`src/rtl/rfs_pkg.sv`:
```
package rfs_pkg;

  typedef enum logic [3:0] {
    PH_SETTLE,
    PH_IDLE,
    PH_HI_ADDR,
    PH_TPA_RISE,
    PH_RD_FALL,
    PH_TPA_FALL,
    PH_LO_ADDR,
    PH_TPB_RISE,
    PH_TPB_FALL,
    PH_CAPTURE,
    PH_RD_RISE
  } phase_e;

  typedef struct packed {
    logic hi_sel;
    logic lo_sel;
    logic tpa;
    logic tpb;
    logic rd_n;
  } pins_t;

  // Bus line levels held during each phase.
  function automatic pins_t pins_of(phase_e p);
    pins_t r;
    r = '{hi_sel: 1'b0, lo_sel: 1'b0, tpa: 1'b0, tpb: 1'b0, rd_n: 1'b1};
    case (p)
      PH_HI_ADDR:  r.hi_sel = 1'b1;
      PH_TPA_RISE: begin r.hi_sel = 1'b1; r.tpa = 1'b1; end
      PH_RD_FALL:  begin r.hi_sel = 1'b1; r.tpa = 1'b1; r.rd_n = 1'b0; end
      PH_TPA_FALL: begin r.hi_sel = 1'b1; r.rd_n = 1'b0; end
      PH_LO_ADDR:  begin r.lo_sel = 1'b1; r.rd_n = 1'b0; end
      PH_TPB_RISE: begin r.lo_sel = 1'b1; r.tpb = 1'b1; r.rd_n = 1'b0; end
      PH_TPB_FALL: begin r.lo_sel = 1'b1; r.rd_n = 1'b0; end
      PH_CAPTURE:  begin r.lo_sel = 1'b1; r.rd_n = 1'b0; end
      PH_RD_RISE:  r.lo_sel = 1'b1;
      default:     ;
    endcase
    return r;
  endfunction

endpackage

```
`src/rtl/rfs_dwell_timer.sv`:
```
module rfs_dwell_timer #(
  parameter int W        = 8,
  parameter int RST_LOAD = 0
) (
  input  logic         clk,
  input  logic         rst,
  input  logic         load_i,
  input  logic [W-1:0] load_val_i,
  output logic         expired_o
);

  logic [W-1:0] cnt_q;

  always_ff @(posedge clk) begin
    if (rst)              cnt_q <= W'(RST_LOAD);
    else if (load_i)      cnt_q <= load_val_i;
    else if (cnt_q != '0) cnt_q <= cnt_q - 1'b1;
  end

  assign expired_o = (cnt_q == '0);

  // when not reloaded, an expired timer stays expired
  a_r6_expired_holds: assert property (@(posedge clk) disable iff (rst)
    (expired_o && !load_i) |=> expired_o);

endmodule

```
`src/rtl/rfs_addr_track.sv`:
```
module rfs_addr_track #(
  parameter int AW = 16,
  parameter int CW = 16
) (
  input  logic          clk,
  input  logic          rst,
  input  logic          load_i,
  input  logic          step_i,
  input  logic [AW-1:0] base_i,
  input  logic [CW-1:0] count_i,
  output logic [AW-1:0] addr_nxt_o,
  output logic          last_o
);

  logic [AW-1:0] addr_q;
  logic [CW-1:0] left_q, left_nxt;

  always_comb begin
    addr_nxt_o = addr_q;
    left_nxt   = left_q;
    if (load_i) begin
      addr_nxt_o = base_i;
      left_nxt   = count_i;
    end else if (step_i) begin
      addr_nxt_o = addr_q + 1'b1;
      left_nxt   = left_q - 1'b1;
    end
  end

  always_ff @(posedge clk) begin
    if (rst) begin
      addr_q <= '0;
      left_q <= '0;
    end else begin
      addr_q <= addr_nxt_o;
      left_q <= left_nxt;
    end
  end

  assign last_o = (left_q == CW'(1));

  // a step moves the address forward by exactly one
  a_r7_addr_steps_by_one: assert property (@(posedge clk) disable iff (rst)
    (step_i && !load_i) |=> (addr_q == $past(addr_q) + 1'b1));

endmodule

```
`src/rtl/rom_fetch_sequencer.sv`:
```
module rom_fetch_sequencer
  import rfs_pkg::*;
#(
  parameter int DATA_W        = 8,
  parameter int COUNT_W       = 16,
  parameter int STEP_CYCLES   = 200,
  parameter int SETTLE_CYCLES = 100_000_000
) (
  input  logic                 clk,
  input  logic                 rst,
  input  logic                 start_i,
  input  logic [2*DATA_W-1:0]  start_addr_i,
  input  logic [COUNT_W-1:0]   byte_count_i,
  input  logic [DATA_W-1:0]    bus_data_i,
  output logic [DATA_W-1:0]    bus_addr_o,
  output logic                 hi_latch_o,
  output logic                 lo_strobe_o,
  output logic                 rd_n_o,
  output logic [DATA_W-1:0]    data_o,
  output logic                 data_vld_o,
  output logic                 done_o
);

  localparam int ADDR_W  = 2 * DATA_W;
  localparam int LONGEST = (SETTLE_CYCLES > STEP_CYCLES) ? SETTLE_CYCLES : STEP_CYCLES;
  localparam int TMR_W   = $clog2(LONGEST + 1);

  phase_e ph_q, ph_nxt;
  logic t_load, t_exp, a_load, a_step, a_last, vld_nxt, done_set, done_clr;
  logic [ADDR_W-1:0] addr_nxt;
  pins_t pn;

  rfs_dwell_timer #(.W(TMR_W), .RST_LOAD(SETTLE_CYCLES - 1)) u_timer (
    .clk(clk), .rst(rst), .load_i(t_load),
    .load_val_i(TMR_W'(STEP_CYCLES - 1)), .expired_o(t_exp));

  rfs_addr_track #(.AW(ADDR_W), .CW(COUNT_W)) u_addr (
    .clk(clk), .rst(rst), .load_i(a_load), .step_i(a_step),
    .base_i(start_addr_i), .count_i(byte_count_i),
    .addr_nxt_o(addr_nxt), .last_o(a_last));

  always_comb begin
    ph_nxt   = ph_q;
    t_load   = 1'b0;
    a_load   = 1'b0;
    a_step   = 1'b0;
    vld_nxt  = 1'b0;
    done_set = 1'b0;
    done_clr = 1'b0;
    case (ph_q)
      PH_SETTLE: if (t_exp) ph_nxt = PH_IDLE;
      PH_IDLE: if (start_i) begin
        if (byte_count_i == '0) done_set = 1'b1;
        else begin
          a_load   = 1'b1;
          done_clr = 1'b1;
          t_load   = 1'b1;
          ph_nxt   = PH_HI_ADDR;
        end
      end
      PH_RD_RISE: if (t_exp) begin
        if (a_last) begin
          done_set = 1'b1;
          ph_nxt   = PH_IDLE;
        end else begin
          a_step = 1'b1;
          t_load = 1'b1;
          ph_nxt = PH_HI_ADDR;
        end
      end
      default: if (t_exp) begin
        ph_nxt  = phase_e'(ph_q + 4'd1);
        t_load  = 1'b1;
        vld_nxt = (ph_q == PH_TPB_FALL);
      end
    endcase
  end

  assign pn = pins_of(ph_nxt);

  always_ff @(posedge clk) begin
    if (rst) begin
      ph_q        <= PH_SETTLE;
      bus_addr_o  <= '0;
      hi_latch_o  <= 1'b0;
      lo_strobe_o <= 1'b0;
      rd_n_o      <= 1'b1;
      data_o      <= '0;
      data_vld_o  <= 1'b0;
      done_o      <= 1'b0;
    end else begin
      ph_q        <= ph_nxt;
      hi_latch_o  <= pn.tpa;
      lo_strobe_o <= pn.tpb;
      rd_n_o      <= pn.rd_n;
      if (pn.hi_sel)      bus_addr_o <= addr_nxt[ADDR_W-1:DATA_W];
      else if (pn.lo_sel) bus_addr_o <= addr_nxt[DATA_W-1:0];
      else                bus_addr_o <= '0;
      data_vld_o <= vld_nxt;
      if (vld_nxt) data_o <= bus_data_i;
      if (done_set)      done_o <= 1'b1;
      else if (done_clr) done_o <= 1'b0;
    end
  end

  // settle period keeps every output quiet
  a_r1_settle_quiet: assert property (@(posedge clk) disable iff (rst)
    (ph_q == PH_SETTLE) |-> (!done_o && !data_vld_o && !hi_latch_o && rd_n_o));
  // idle line levels
  a_r2_idle_levels: assert property (@(posedge clk) disable iff (rst)
    (ph_q == PH_IDLE) |-> (!hi_latch_o && !lo_strobe_o && rd_n_o));
  // latch rises before the read begins
  a_r3_latch_before_read: assert property (@(posedge clk) disable iff (rst)
    $rose(hi_latch_o) |-> rd_n_o);
  // read strobe falls under the latch
  a_r3_read_under_latch: assert property (@(posedge clk) disable iff (rst)
    $fell(rd_n_o) |-> hi_latch_o);
  // low strobe only inside the read, after the latch dropped
  a_r4_strobe_in_read: assert property (@(posedge clk) disable iff (rst)
    $rose(lo_strobe_o) |-> (!rd_n_o && !hi_latch_o));
  // address steady while the low strobe is high
  a_r4_addr_steady: assert property (@(posedge clk) disable iff (rst)
    lo_strobe_o |-> $stable(bus_addr_o));
  // valid is a single-clock pulse
  a_r5_vld_single: assert property (@(posedge clk) disable iff (rst)
    data_vld_o |=> !data_vld_o);
  // capture happens inside the read, after the strobe
  a_r5_vld_in_read: assert property (@(posedge clk) disable iff (rst)
    data_vld_o |-> (!rd_n_o && !lo_strobe_o));
  // done only while idle
  a_r8_done_when_idle: assert property (@(posedge clk) disable iff (rst)
    done_o |-> (ph_q == PH_IDLE));

endmodule

```
`config.mk`:
```
export PLATFORM = sky130hd
export DESIGN_NAME = rom_fetch_sequencer
export DESIGN_NICKNAME = d
export VERILOG_FILES = /design/src/rtl/rfs_pkg.sv /design/src/rtl/rfs_dwell_timer.sv /design/src/rtl/rfs_addr_track.sv /design/src/rtl/rom_fetch_sequencer.sv
export SDC_FILE = /design/constraint.sdc
export NUM_CORES = 1
export LEC_CHECK = 0
export CAP_MARGIN = 0
export CORE_MARGIN = 2
export CORE_UTILIZATION = 25
export DETAILED_ROUTE_END_ITERATION = 8
export GPL_ROUTABILITY_DRIVEN = 0
export PLACE_DENSITY = 0.54
export SLEW_MARGIN = 20
export SYNTH_ARGS = -nofsm -noshare
export SYNTH_HDL_FRONTEND = slang
export SYNTH_SLANG_ARGS = --single-unit
```
`constraint.sdc`:
```
create_clock -name clk -period 2.9 [get_ports clk]
set_input_delay 0.58 -clock clk [delete_from_list [all_inputs] [get_ports clk]]
set_output_delay 0.58 -clock clk [all_outputs]
set_load 0.005 [all_outputs]
```
After elaboration in Yosys (flattened, before gate mapping)
Index checks and enable logic that the tools add are counted.
{"block": "totals", "regBits": 84, "out_inout_bits": 21, "wordCells": 79}
{"block": "op_classes", "n_addsub": 4, "n_eq_ne": 13, "mux": 37, "reduce_logical": 13}
{"op": "2-to-1 mux 16 bit", "n": 4}
{"op": "2-to-1 mux 27 bit", "n": 2}
{"op": "logical NOT 27 bit", "n": 1}
{"op": "nonzero test 27 bit", "n": 1}
{"op": "subtractor 27 x 1 -> 27 bit (second input constant)", "n": 1}
{"op": "equality test 4 bit (second input constant)", "n": 5}
{"op": "2-to-1 mux 1 bit", "n": 20}
{"op": "2-to-1 mux 4 bit", "n": 5}
{"op": "adder 16 x 1 -> 16 bit (second input constant)", "n": 1}
{"op": "equality test 16 x 1 -> 1 bit (second input constant)", "n": 1}
{"op": "equality test 4 x 3 -> 1 bit (second input constant)", "n": 4}
{"op": "logical NOT 16 bit", "n": 1}
{"op": "2-to-1 mux 8 bit", "n": 2}
{"op": "subtractor 16 x 1 -> 16 bit (second input constant)", "n": 1}
{"op": "case mux 4 bit (3 select lines)", "n": 1}
{"op": "equality test 4 x 2 -> 1 bit (second input constant)", "n": 2}
{"op": "nonzero test 2 bit", "n": 3}
{"op": "OR reduction 6 bit", "n": 1}
{"op": "OR reduction 5 bit", "n": 1}
{"op": "adder 4 x 1 -> 4 bit (second input constant)", "n": 1}
{"op": "equality test 4 x 1 -> 1 bit (second input constant)", "n": 1}
{"op": "logical NOT 4 bit", "n": 1}
{"op": "OR reduction 2 bit", "n": 2}
{"op": "OR reduction 4 bit", "n": 1}
{"op": "other kinds (4)", "n": 4}

Logic depth before layout (Yosys ltp)
Gate-level depths: netlist of the first run.
{"block": "logic_depth", "ltp_word": 9, "ltp_mapped": 11, "depth_no_buf": 11}

Hierarchy
From an unflattened synthesis of the first run, not the netlist that was laid out.
{"block": "hier_totals", "hier_cells": 570, "area_unflattened_um2": 4744.6}
{"module": "rfs_addr_track", "n_inst": 1, "cells_each": 235, "area_per_inst_um2": 1835.5, "seq_area_each_um2": 640.6}
{"module": "rfs_dwell_timer", "n_inst": 1, "cells_each": 189, "area_per_inst_um2": 1526.5, "seq_area_each_um2": 540.5}
{"module": "rom_fetch_sequencer", "n_inst": 1, "cells_each": 146, "area_per_inst_um2": 1382.6, "seq_area_each_um2": 500.5}

Least setup slack after synthesis of the first run
Ideal clock, no wire load.
{"block": "synth_path", "kind": "reg-to-reg", "startpoint": "reg u_timer.cnt_q[0]", "endpoint": "reg bus_addr_o[5]", "setup_ps": 135, "arrival_ps": 2849, "t_required_ps": 2765, "path_slack_ps": -85, "stages_incl_launch_ff": 11, "n_path_buf": 1, "synth_period_minus_slack_ps": 2985, "cell_sequence": "dfxtp_1 inv_1 ha_1 or4b_1 or4_4 or4_4 buf_6 nand4_2 o21ai_0 a21boi_2 o32ai_1"}
{"block": "synth_between", "elab_chain_cells": 8, "elab_cells_between_ends": 24}
{"element": "from (decl)", "line_no": "rfs_dwell_timer.sv:12", "source": "logic [W-1:0] cnt_q;"}
{"element": "from (signal assigned)", "line_no": "rfs_dwell_timer.sv:15", "source": "if (rst) cnt_q <= W'(RST_LOAD);"}
{"element": "from (signal assigned)", "line_no": "rfs_dwell_timer.sv:16", "source": "else if (load_i) cnt_q <= load_val_i;"}
{"element": "from (signal assigned)", "line_no": "rfs_dwell_timer.sv:17", "source": "else if (cnt_q != '0) cnt_q <= cnt_q - 1'b1;"}
{"element": "logical NOT 27 bit (*)", "line_no": "rfs_dwell_timer.sv:20", "source": "assign expired_o = (cnt_q == '0);"}
{"element": "2-to-1 mux 4 bit, on equally long branches", "line_no": "rom_fetch_sequencer.sv:71, rom_fetch_sequencer.sv:51, rom_fetch_sequencer.sv:61"}
{"element": "case mux 4 bit (3 select lines)", "line_no": "rom_fetch_sequencer.sv:50", "source": "case (ph_q)"}
{"element": "equality test 4 x 3 -> 1 bit or equality test 4 bit (tied branches)", "line_no": "rfs_pkg.sv:29", "source": "case (p)"}
{"element": "OR reduction 5 bit (no line)"}
{"element": "2-to-1 mux 1 bit", "line_no": "rfs_pkg.sv:29"}
{"element": "2-to-1 mux 8 bit", "line_no": "rom_fetch_sequencer.sv:97", "source": "else if (pn.lo_sel) bus_addr_o <= addr_nxt[DATA_W-1:0];"}
{"element": "2-to-1 mux 8 bit (*)", "line_no": "rom_fetch_sequencer.sv:96", "source": "if (pn.hi_sel) bus_addr_o <= addr_nxt[ADDR_W-1:DATA_W];"}
{"element": "to (signal assigned)", "line_no": "rom_fetch_sequencer.sv:96"}
{"element": "to (signal assigned)", "line_no": "rom_fetch_sequencer.sv:97"}
{"element": "to (decl)", "line_no": "rom_fetch_sequencer.sv:15", "source": "output logic [DATA_W-1:0] bus_addr_o,"}
Every way passes the cells marked *; elsewhere a longest branch is shown, timed or not.
A chain may end at the register's enable or synchronous reset.

Worst setup path after layout of the first run
{"block": "layout_path", "startpoint": "reg u_timer.cnt_q[0]", "endpoint": "reg u_addr.left_q[13]"}
{"block": "layout_between", "elab_chain_cells": 4}
{"element": "logical NOT 27 bit", "line_no": "rfs_dwell_timer.sv:20"}
{"element": "2-to-1 mux 1 bit", "line_no": "rom_fetch_sequencer.sv:61", "source": "PH_RD_RISE: if (t_exp) begin"}
{"element": "2-to-1 mux 1 bit", "line_no": "rom_fetch_sequencer.sv:50"}
{"element": "nonzero test 2 bit (no line)"}
{"element": "to (signal assigned)", "line_no": "rfs_addr_track.sv:36", "source": "left_q <= left_nxt;"}
{"element": "to (decl)", "line_no": "rfs_addr_track.sv:16", "source": "logic [CW-1:0] left_q, left_nxt;"}
Every way passes these cells.

==> results of run 1 <==
-- critical path: cells and delay by family (launching register included) --
family | cells | cell delay [ns]
and+or+nand+nor | 6 | 2.11
DFF | 1 | 0.32
buffers and inverters | 2 | 0.23
AOI/OAI and AO/OA | 1 | 0.13
adders and majority gates | 1 | 0.12
-- per-stage QoR --
stage	total power [mW]	setup WS, ns
detailed placement	1.31	-0.199
floorplan	1.22	-0.0149
global route	2.43	-0.168
CTS	2.38	-0.0735
global placement	1.31	-0.228
finish	2.34	-0.0835
-- layout by cell type, fill, tap and decap left out, drive strengths merged, types with 4 or more instances in the layout --
| cell type | n |
|---|---|
| dfxtp | 84 |
| buf | 84 |
| nor2 | 65 |
| clkdlybuf4s50 | 62 |
| nand2 | 30 |
| nor3 | 25 |
| xnor2 | 22 |
| a21oi | 20 |
| nor4 | 18 |
| o21ai | 18 |
| inv | 17 |
| nand3 | 17 |
| o21bai | 16 |
| or3 | 15 |
| xor2 | 12 |
| clkbuf | 11 |
| or4 | 11 |
| mux2i | 10 |
| ha | 10 |
| a211oi | 9 |
| nand4 | 8 |
| and3 | 7 |
| o2bb2ai | 7 |
| and2 | 6 |
| nor2b | 5 |
| nand3b | 4 |
| a22oi | 4 |
| a211o | 4 |
| clkinv | 4 |
-- cell type report --
cell class	count	area [um2]
Fill cell	1725	10800
Multi-Input combinational cell	380	2740
Sequential cell	84	1680
Timing Repair Buffer	146	1310
Tap cell	225	282
Clock buffer	11	243
Inverter	17	63.8
Clock inverter	5	27.5
-- per-layer routing --
layer | vias up | share of wire
met5 | - | 0
met4 | 0 | 0.017
met3 | 21 | 0.037
met2 | 78 | 0.49
met1 | 1992 | 0.46
li1 | 2098 | -
-- Yosys cell counts, drive strengths merged (3+ instances only) --
cell type  instances  share of area
a211o              4         0.0081
a211oi             9          0.016
a21oi             20          0.023
a22oi              4         0.0069
a311oi             3          0.010
a31oi              3         0.0043
and2               6         0.0086
and3               7          0.010
and4               3         0.0061
buf                5         0.0069
clkbuf            19          0.016
dfxtp             84           0.39
ha                10          0.029
inv               17          0.015
mux2i             10          0.023
nand2             30          0.026
nand3             17          0.021
nand3b             4         0.0069
nand4              8          0.016
nor2              65          0.058
nor2b              5         0.0072
nor3              25          0.031
nor4              18          0.029
nor4b              3         0.0095
o211ai             3         0.0052
o21ai             18          0.021
o21bai            16          0.028
o2bb2ai            7          0.014
or3               15          0.022
or4               11          0.023
xnor2             22          0.044
xor2              12          0.024
-- how the worst min path moves through the flow --
stage                   endpoint  depth (start not counted)
3_5_place_dp    u_addr.left_q[8]                          2
6_report        u_addr.left_q[9]                          2
3_3_place_gp    u_addr.left_q[9]                          2
2_1_floorplan   u_addr.left_q[9]                          2
4_1_cts         u_addr.left_q[8]                          2
5_1_grt        u_timer.cnt_q[12]                          2
-- logic make-up after synthesis --
logic type	Yosys count
and+or+nand+nor	228
AOI/OAI and AO/OA	98
DFF	84
buffers and inverters	41
xor gates and xnor gates	34
muxes	10
adders and majority gates	10
-- power groups by stage --
stage | Combinational, mW | Clock, mW | Sequential [mW]
2_1_floorplan | 0.0304 | 0 | 1.19
3_3_place_gp | 0.123 | 0 | 1.19
3_5_place_dp | 0.124 | 0 | 1.19
4_1_cts | 0.128 | 1.09 | 1.16
5_1_grt | 0.141 | 1.13 | 1.16
6_report | 0.130 | 1.05 | 1.16
-- state kept, by name (all words and copies together) (netlist names) --
name / flops
u_addr.addr_q: 16
data_vld_o: 1
u_timer.cnt_q: 27
done_o: 1
ph_q: 4
hi_latch_o: 1
rd_n_o: 1
lo_strobe_o: 1
bus_addr_o: 8
u_addr.left_q: 16
data_o: 8
-- what timing repair did --
action / in CTS / in global routing
setup endpoints to repair: 20 / 39
hold buffers: 0 / 0
resized for setup: 17 / 36
pin swaps: 14 / 25
buffers inserted: 3 / 6
gates cloned: 0 / 0
==> summary.txt, run 1 <==
Ratio of cells with drive above 1 in the final layout -> 0.249
Worst reg2reg endpoint -> u_addr.left_q[13]
Max FO, Critical Path -> 5
DP HPWL -> 9120 um
Unrepaired setup endpoints after global routing -> true
Compound-cell area share of the yosys netlist -> 0.158
Post-Synth XOR/XNOR Area -> 0.0686
Final TNS setup -> -0.468 ns
Reg2Reg Depth -> 10
Post-DP Area -> 5750 um2
# diodes -> 0
Violated checks -> setup timing
Slew Viols, Final -> 0
Worst min path class -> flop to flop
Met2 Usage GRT -> 0.234
Slowest CP cell -> or4_4
EDFF count, synth -> 0
Gr usage total -> 0.137
Clk_lat worst skew -> 0.34 ns
Pin count of the biggest net entering global routing -> 39
Die Wd -> 136 um
Vias in the first global route -> 4,229
Starting Density -> 0.254
Status -> complete, but fails checks
Setup WS post-layout -> -0.0835 ns
Post-Route WL -> 12,500 um
Peak supply drop -> 0.000252 V
Clock Tree Buf Depth -> 2
Area grow syn2layout -> 46.4%
Distinct cells, synth -> 61
Slew at the pin closest to its max-slew limit -> 0.740 ns
Remaining global-route overflow -> 0
Util after Layout -> 0.371
Sequential power share -> 0.496
Crit end category -> flop
Switching power -> 0.502 mW
DR pass1 iterations -> 5
Core area -> 17,100 um2
Port bufs -> 63
CP cell instances -> inv_2, ha_4, or4b_4, or4_4, or4_4, buf_8, nor2_4, nand3_2, or3_1, a31oi_1
CP Capture Point -> u_addr.left_q[13]
Asr flop ratio synth -> 0
First-pass GRT wire length -> 20,100 um
Num Clock Sinks -> 84
Static leakage -> 2.47 nW
Synth Area in Simple Gates -> 0.296
IO Pins -> 64
Clock Tree Root -> clkbuf_16
Synth warn -> 0
# placed instances -> 843
Max cap viols -> 0
Tmin final -> 2.98 ns
CP required -> 3.16 ns
WHS -> 0.504 ns
Die area -> 18,400 um2
Mapped Area -> 4340 um2
Htree depth -> 3
CTS Buf Count -> 9
Layout Cells excl Fill -> 868
Crit path kind -> flop to flop
Fin crit share -> 1.03
Drt initial violations -> 187
Met3 usage -> 0.0322
Via count -> 4,189
Worst setup path start -> u_timer.cnt_q[0]
Hold path startpoint -> u_addr.left_q[9]
GR peak layer -> met2
CP peak stage delay -> 0.58 ns
Routed Antenna Nets -> 0
Vias per cell -> 4.83
Largest family of logic cells by synthesized area -> simple AND/OR/NAND/NOR gates
Final Hold Fails -> 0
RR Startpoint -> u_timer.cnt_q[0]
Mux cell area share after synthesis -> 0.0231
Setup Viol. Count Final -> 12
Combinational share of power -> 0.055
Syn Area/Cell -> 8.59 um2
CTS clk-pin slew, worst paths -> 0.06 ns
Routed WL per cell -> 14.4 um
Synth Register Bits -> 84
Initial antenna violation count -> 0
Worst setup SP type -> flop
CTS tree -> done
GRT met1 Usage -> 0.167
P_int -> 1.84 mW
Layout net count -> 691
Clock power frac -> 0.448
Most frequent CP cell -> or4_4
CP arrival -> 3.25 ns
Die H -> 136 um
Synthesized instance count -> 505
Synth Area in Adders -> 0.0288
Fmax -> 335 MHz
Seq/Total Area, Yosys -> 0.387
Site Rows -> 48
Reg2reg setup slack -> -0.08 ns
Mapped Nets -> 558
Relative slew slack -> 0.507
Worst Skew -> 0.00617 ns
DR DRC count -> 0
Sw Share -> 0.215
Ys flop type -> dfxtp_1
Post-route cell area -> 6350 um2
PD cells -> 368 nW/um2
Power figures use the tool's default switching activity.
==> run 2: changes to the inputs <==
==> constraint.sdc (replaced) <==
create_clock -name clk -period 2.9 [get_ports clk]
set_input_delay 0.58 -clock clk [delete_from_list [all_inputs] [get_ports clk]]
set_output_delay 0.58 -clock clk [all_outputs]
set_load 0.05 [all_outputs]
==> results of run 2 <==
Same layout as run 1: the final DEF is identical, and so are final timing and power.
==> run 3: changes to the inputs <==
--- a/config.mk
+++ b/config.mk
@@ -11,6 +11,7 @@
 export DETAILED_ROUTE_END_ITERATION = 8
 export GPL_ROUTABILITY_DRIVEN = 0
 export PLACE_DENSITY = 0.54
+export SKIP_LAST_GASP = 1
 export SLEW_MARGIN = 20
 export SYNTH_ARGS = -nofsm -noshare
 export SYNTH_HDL_FRONTEND = slang
==> summary.txt, run 3 (synthesis results as in run 1) <==
Worst Hold Path EP -> u_addr.left_q[9]
Layout Cells excl Fill -> 868
Die area -> 18,400 um2
Max cap viols -> 0
DR pass1 iterations -> 4
Unrepaired setup endpoints after global routing -> true
Worst reg2reg endpoint -> u_addr.left_q[13]
CP arrival -> 3.24 ns
Largest register by flop count -> u_timer.cnt_q
Worst Skew -> 0.00599 ns
Site Rows -> 48
CP required -> 3.16 ns
Reg2reg setup slack -> -0.07 ns
CTS clk-pin slew, worst paths -> 0.06 ns
Starting Density -> 0.254
Worst setup SP type -> flop
Die Wd -> 136 um
Hold-fix buffers, CTS -> 0
Routed Antenna Nets -> 0
Pin count of the biggest net entering global routing -> 39
Worst slack, placed -> -0.199 ns
Static leakage -> 2.47 nW
Commonest non-fill, non-tap cells in the layout -> dfxtp_1 (82), buf_4 (74), nor2_1 (63)
Vias per cell -> 4.83
Vias in the first global route -> 4,229
Area grow syn2layout -> 46.1%
Drt initial violations -> 204
# diodes -> 0
Worst min path class -> flop to flop
Crit end category -> flop
Initial antenna violation count -> 0
Clock Tree Root -> clkbuf_16
Remaining global-route overflow -> 0
Port bufs -> 63
Clock Tree Buf Depth -> 2
DR DRC count -> 0
Register Area -> 1680 um2
Via count -> 4,193
Post-Route WL -> 12,500 um
PD cells -> 369 nW/um2
Final TNS setup -> -0.511 ns
Routed WL per cell -> 14.4 um
Htree depth -> 3
Reg2Reg Depth -> 10
Die H -> 136 um
Hold depth -> 2
DP HPWL -> 9120 um
Multi-input logic area -> 2730 um2
Slew at the pin closest to its max-slew limit -> 0.744 ns
Ratio of cells with drive above 1 in the final layout -> 0.244
Clk_lat worst skew -> 0.34 ns
RR Startpoint -> u_timer.cnt_q[0]
Largest registers -> u_timer.cnt_q x27, u_addr.addr_q x16, u_addr.left_q x16
Commonest non-fill, non-tap cell in the layout -> dfxtp_1
Slew Viols, Final -> 0
Max reg flops -> 27
First-pass GRT wire length -> 20,100 um
Fmax -> 337 MHz
Hold path startpoint -> u_addr.left_q[9]
CTS tree -> done
Core area -> 17,100 um2
Final Hold Fails -> 0
Peak supply drop -> 0.000250 V
Setup Viol. Count Final -> 13
Status -> complete, but fails checks
IO Pins -> 64
Tmin final -> 2.97 ns
Relative slew slack -> 0.504
Gr usage total -> 0.137
# placed instances -> 843
Violated checks -> setup timing
FILL cells -> 1,724
Fin crit share -> 1.02
Setup WS post-layout -> -0.0710 ns
Max FO, Critical Path -> 5
Num Clock Sinks -> 84
Crit path kind -> flop to flop
Layout net count -> 691
Final Power -> 2.34 mW
CTS Buf Count -> 9
run 3: cell counts in the layout (fill, tap and decap cells not counted):
No cell type changed its count.
run 3: area by class of cell:
class                      instances  area share
clock buffer                      11      0.0383
clock inverter                     5     0.00434
inverter                          17      0.0101
multi-input combinational        380       0.430
sequential                        84       0.266
tap                              225      0.0444
timing repair buffer             146       0.207
run 3: timing repair:
action,4_1_cts,5_1_grt
pin swaps,14,22
setup endpoints to repair,20,39
resized for setup,17,33
setup buffers,3,6
run 3: metrics by stage:
stage,util,instance area [um2],hold WS (ns)
after floorplan,-,4380,0.451
after global placement,0.336,5750,0.472
after detailed placement,0.336,5750,0.487
after CTS,0.357,6110,0.495
after global routing,0.371,6340,0.535
final,0.371,6340,0.504
run 3: worst max-delay path by stage:
stage | start | to | slack (ns) | depth (start not counted)
floorplan | u_timer.cnt_q[0] | u_addr.left_q[3] | -0.01 | 11
global placement | byte_count_i[3] | hi_latch_o | -0.23 | 9
detailed placement | byte_count_i[3] | u_timer.cnt_q[7] | -0.20 | 10
CTS | u_timer.cnt_q[0] | bus_addr_o[6] | -0.07 | 11
global route | u_timer.cnt_q[0] | u_addr.left_q[13] | -0.17 | 10
finish | u_timer.cnt_q[0] | u_addr.left_q[13] | -0.07 | 10
run 3: routing by layer:
layer | part of all wire | track usage
met5 | 0 | 0
met4 | 0.016 | 0.0509
met3 | 0.034 | 0.0322
met2 | 0.49 | 0.234
met1 | 0.46 | 0.167
run 3: power by group:
group	leakage (nW)	switching [mW]	internal, mW	total [mW]
registers	0.677	0.00239	1.16	1.16
logic	1.66	0.0481	0.0820	0.130
clock network	0.135	0.450	0.597	1.05
run 3: critical path: stages (launching register included):
cell and delay (ns):
dfxtp_2 0.32, inv_2 0.07, ha_4 0.12, or4b_4 0.46, or4_4 0.58, or4_4 0.57, buf_8 0.16, nor2_4 0.10
nand3_2 0.10, or3_1 0.31, a31oi_1 0.12
